[config.mk]
export PLATFORM = sky130hd
export DESIGN_NAME = bincnt_cascade
export DESIGN_NICKNAME = d
export VERILOG_FILES = /design/src/rtl/bincnt_cascade.sv
export SDC_FILE = /design/constraint.sdc
export NUM_CORES = 1
export LEC_CHECK = 0
export ABC_AREA = 1
export ABC_CLOCK_PERIOD_IN_PS = 1500
export BUFFER_PORTS_ARGS = -buffer_cell sky130_fd_sc_hd__buf_2
export CELL_PAD_IN_SITES_DETAIL_PLACEMENT = 1
export CELL_PAD_IN_SITES_GLOBAL_PLACEMENT = 2
export CORE_UTILIZATION = 25
export CTS_BUF_LIST = sky130_fd_sc_hd__clkbuf_4
export DETAILED_ROUTE_END_ITERATION = 10
export PLACE_DENSITY_LB_ADDON = 0.1
export SYNTH_ARGS = -nofsm -noshare
export SYNTH_HDL_FRONTEND = slang
export SYNTH_SLANG_ARGS = --single-unit
export TNS_END_PERCENT = 1
[constraint.sdc]
create_clock -name clk -period 1.5 [get_ports clk]
set_clock_uncertainty 0.05 [all_clocks]
set_input_delay 0.15 -clock clk [delete_from_list [all_inputs] [get_ports clk]]
set_output_delay 0.15 -clock clk [all_outputs]
set_load 0.05 [all_outputs]
[src/rtl/bincnt_cascade.sv]
module bincnt_stage #(
  parameter int W = 4
) (
  input  logic         clk,
  input  logic         clear_n,
  input  logic         load_n,
  input  logic         en_par,
  input  logic         en_trk,
  input  logic [W-1:0] d,
  output logic [W-1:0] q,
  output logic         tc
);
  always_ff @(posedge clk or negedge clear_n) begin
    if (!clear_n)               q <= '0;
    else if (!load_n)           q <= d;
    else if (en_par && en_trk)  q <= q + 1'b1;
  end

  assign tc = en_trk && (&q);
endmodule

module bincnt_cascade #(
  parameter int STAGES = 2,
  parameter int SW     = 4,
  localparam int W     = STAGES * SW
) (
  input  logic         clk,
  input  logic         clear_n,
  input  logic         load_n,
  input  logic         en_par,
  input  logic         en_trk,
  input  logic [W-1:0] data_in,
  output logic [W-1:0] count_out,
  output logic         carry_out
);
  logic [STAGES:0] link;

  assign link[0] = en_trk;

  for (genvar i = 0; i < STAGES; i++) begin : g_stage
    bincnt_stage #(.W(SW)) u_stage (
      .clk     (clk),
      .clear_n (clear_n),
      .load_n  (load_n),
      .en_par  (en_par),
      .en_trk  (link[i]),
      .d       (data_in[i*SW +: SW]),
      .q       (count_out[i*SW +: SW]),
      .tc      (link[i+1])
    );
  end

  assign carry_out = link[STAGES];
endmodule

# After elaboration in Yosys (flattened, before gate mapping)
# Cells that the tools add are included.
# totals
output_inout_bits,9
reg_bits,8
input_bits,13
elab_cells,16
# op_classes
reduce_logical,6
n_eq_ne,2
mux,4
addsub,2
# ops
cell,n
$mux 4,4
$add 4x1->4 const B,2
$reduce_and 4->1,2
$logic_and 1x1->1,4
$ne 2x1->1 const B,2

# Longest topological paths before layout
# logic_depth
ltp_word,5
ltp_mapped,8
ltp_nobuf,8

# Modules after synthesis
# A second synthesis with hierarchy kept.
# unflattened
hier_cells,78
area_unflattened_um2,530.5
# by_module_without_submodules
module,cells_per_inst,area_per_inst_um2,instances,seq_area_each_um2
bincnt_stage,39,265.3,2,100.1

# Worst setup path before layout
# Ideal clock, no wire load.
# synth_path
path_type,reg2out
from,register g_stage[0].u_stage.q[0]
to,output carry_out
required_time_ps,1300
path_stages_with_launch,4
slack_ps,-812
arrival_ps,2112
path_buffers,0
cell_sequence,dfrtp_1 ha_1 nand2_2 nor3_1
# synth_between
elab_chain_len,3
# synth_lines
element,line,text
start: declaration,10,"output logic [W-1:0] q,"
start signal: assignment,16,else if (en_par && en_trk) q <= q + 1'b1;
$reduce_and 4->1,19,assign tc = en_trk && (&q);
$logic_and 1x1->1 (2 in series),19,
end: declaration,34,output logic carry_out
# No other way between the ends.

# Worst setup path in the final report
# Ends and elaborated chain as after synthesis.

==> key figures <==
Die
  – Die Y: 47.4 um
  – Core area: 1940 um2
  – Die ar.: ~2200 um2
  – Die Wd: 47.4 um
  – Num rows: 16
  – Initial Utilization: 0.265
  – IO Pins: 22

Status
  – Status: finished clean

Setup path
  – Critical path peak fanout: 5
  – R2R Setup Slk: roughly 180 ps
  – Reg-to-reg startpoint: g_stage[0].u_stage.q[0]
  – Max incr delay on CP: 400 ps
  – Crit Reg-Reg Endpoint: g_stage[1].u_stage.q[1]
  – Worst r2r path cells: 8
  – Slowest cell on crit path: dfrtp_2
  – Worst Path Arrival: 1240 ps
  – WS Path Type: flop to primary output
  – Cell Chain, Critical Path: ha_1 > nand2_2 > nor3_4 > buf_6
  – Worst path required time: between 1000 and 1500 ps
  – CP delay by family, top: flip-flops
  – CP startpoint kind: flop
  – CP Buf/Inv Count: 1
  – Worst setup EP type: primary output

Clock tree
  – Clock root buffer: clkbuf_4
  – Clock transition at path regs: 70 ps
  – CTS tree: yes
  – CTS Sinks: 8
  – Max Buffers Root-to-Sink: 2
  – # H-tree levels: 1
  – Worst skew pair latency: 260 ps
  – Number of CTS-inserted buffers: 3

Pwr
  – Static leakage: 0.384 nW
  – Peak VDD IR: 0.000454 V
  – Pwr Density: 1080 nW/um2
  – PnR Total Power: 0.813 mW

Logic synthesis
  – Post-synthesis sequential area ratio: 0.388
  – Distinct cell type count of the synthesized netlist: 20
  – Syn. warnings: 0
  – Post-synth ARST share: 1.00
  – Synth cell count leaders: 24 x nand2_1, 8 x dfrtp_1, 8 x nand3_1
  – Post-Syn Instances: between 60 and 70
  – Most frequent cell after synthesis: nand2_1
  – Synth top area cells: dfrtp_1 39%, nand2_1 17%, nand3_1 7.8%
  – Synth top area share: 0.388
  – Mapped Area: 515 um2
  – Synth Flop Type: dfrtp_1
  – Post-synth top area cell: dfrtp_1
  – Number of synthesized register bits: 8
  – Synth Net Count: 84
  – EDFF count, synth: 0
  – Mean Syn Cell Area: between 7 and 8 um2

Final layout
  – # nets final: 114
  – Synthesis-to-finish area growth: 45.9%
  – N_diodes: 0
  – Number of fill cells: around 260
  – Largest regs: g_stage.u_stage.q: 8 flops
  – Max reg flops: 8
  – Multi-input logic area: 313 um2
  – Sequential cell area: 209 um2
  – Post-Layout Cell Count: 125
  – Layout cells sized above 1: 0.449
  – Largest Register: g_stage.u_stage.q

Detailed routing
  – Via count: 543
  – DRT antenna net count: 0
  – Initial DRC count: 7
  – Total Wirelength: 1450 um
  – Vias/cell: 4.34
  – Avg WL per Cell: 11.6 um
  – Router iterations before antenna repair: 3
  – DRC: 0

STA
  – Slew HR: 0.820
  – Final slew viol count: 0
  – Count of final setup violators: 0
  – Max Freq: ~700 MHz
  – Fin crit share: 0.963
  – Setup TNS: 0 ps
  – Hold slack: about 52 ps
  – Worst-Margin Slew: 270 ps
  – Min Tclk post-route: 1440 ps
  – Final number of hold-violating endpoints: 0

Hold path
  – Hold path endpoint: g_stage[0].u_stage.q[0]
  – Hold wc startpoint: data_in[0]
  – Worst Hold Class: input port to flop
  – Worst Hold Depth: 3

Placement
  – PortBufs: 21
  – Post-DP HPWL: 1110 um
  – Routability Congestion: 0.707
  – Placed Cells: 116

GRT
  – Gr ovfl total: 0
  – Initial antenna violation count: 0
  – First-pass GRT wire length: 2160 um
  – Vias in the first global route: 470
  – Pin count of the biggest net entering global routing: 13
  – Overall Global Routing Usage: 0.142

Job
  – Max_cap viols: 0
==> layer usage <==
metal | track usage | routed length, um
met1 | 0.213 | 682
met2 | 0.200 | 708
met3 | 0.0151 | 58
met4 | 0.0686 | 0
met5 | 0 | 0
==> how the worst max path moves through the flow <==
stage | from | end | slack, ps | cells past startpoint
after floorplan | g_stage[1].u_stage.q[0] | carry_out | 2 | 3
after global placement | g_stage[1].u_stage.q[0] | carry_out | 190 | 4
after detailed placement | g_stage[0].u_stage.q[0] | g_stage[1].u_stage.q[1] | 180 | 8
after CTS | g_stage[1].u_stage.q[1] | carry_out | 20 | 4
after global routing | g_stage[0].u_stage.q[0] | carry_out | -9 | 4
final | g_stage[0].u_stage.q[0] | carry_out | 60 | 4
==> per-stage QoR <==
stage	setup WS, ps	utilization	area (um2)
2_1_floorplan	2.04	-	548
3_3_place_gp	188	0.348	676
3_5_place_dp	182	0.348	676
4_1_cts	18.4	0.376	729
5_1_grt	-8.72	0.387	752
6_report	55.1	0.387	752
==> worst reg2reg max path, delay by kind of cell (launching register included) <==
family        cells  cell delay (ps)
simple gates      6              510
buf+inv           1               50
fa+ha+maj         1              200
flops             1              400
==> timing repair <==
action,CTS,global route
hold buffers,1,0
resized for setup,2,0
cloned,0,0
setup endpoints to repair,1,1
buffers inserted,1,3
hold endpoints to repair,8,0
==> cell type report <==
class	instances	area share
Multi-Input combinational cell	56	0.416
Sequential cell	8	0.278
Timing Repair Buffer	26	0.201
Tap cell	27	0.0449
Clock buffer	4	0.0399
Inverter	4	0.0200
==> cells in the final DEF, fill, tap and decap left out <==
| master | n |
|---|---|
| nand4_1 | 2 |
| ha_1 | 1 |
| or2_0 | 1 |
| buf_4 | 4 |
| dfrtp_2 | 7 |
| inv_2 | 1 |
| dfrtp_1 | 1 |
| nand2_1 | 24 |
| ha_4 | 1 |
| dlygate4sd3_1 | 1 |
| nor3_4 | 1 |
| nor2_1 | 3 |
| inv_1 | 3 |
| o21a_1 | 1 |
| clkbuf_4 | 4 |
| xor2_1 | 1 |
| nor2_2 | 1 |
| a21oi_1 | 1 |
| o21ai_1 | 3 |
| nand2_4 | 2 |
| buf_2 | 20 |
| o21ai_0 | 1 |
| nand3_1 | 8 |
| nand2_2 | 2 |
| buf_6 | 1 |
| or2_1 | 1 |
| nor3_1 | 2 |
==> power by group <==
part | internal (mW) | leakage, nW | switching [mW]
combinational | 0.103 | 0.277 | 0.209
sequential | 0.251 | 0.0878 | 0.0402
clock | 0.121 | 0.0184 | 0.0884
==> kinds of logic after synthesis <==
kind of cell,count (synthesis),share of synthesized area
flops,8,0.388
simple gates,47,0.432
compound gates,6,0.0631
buf+inv,5,0.0510
fa+ha+maj,2,0.0485
xor+xnor,1,0.0170
No activity file was read; power rests on OpenSTA's default activity.
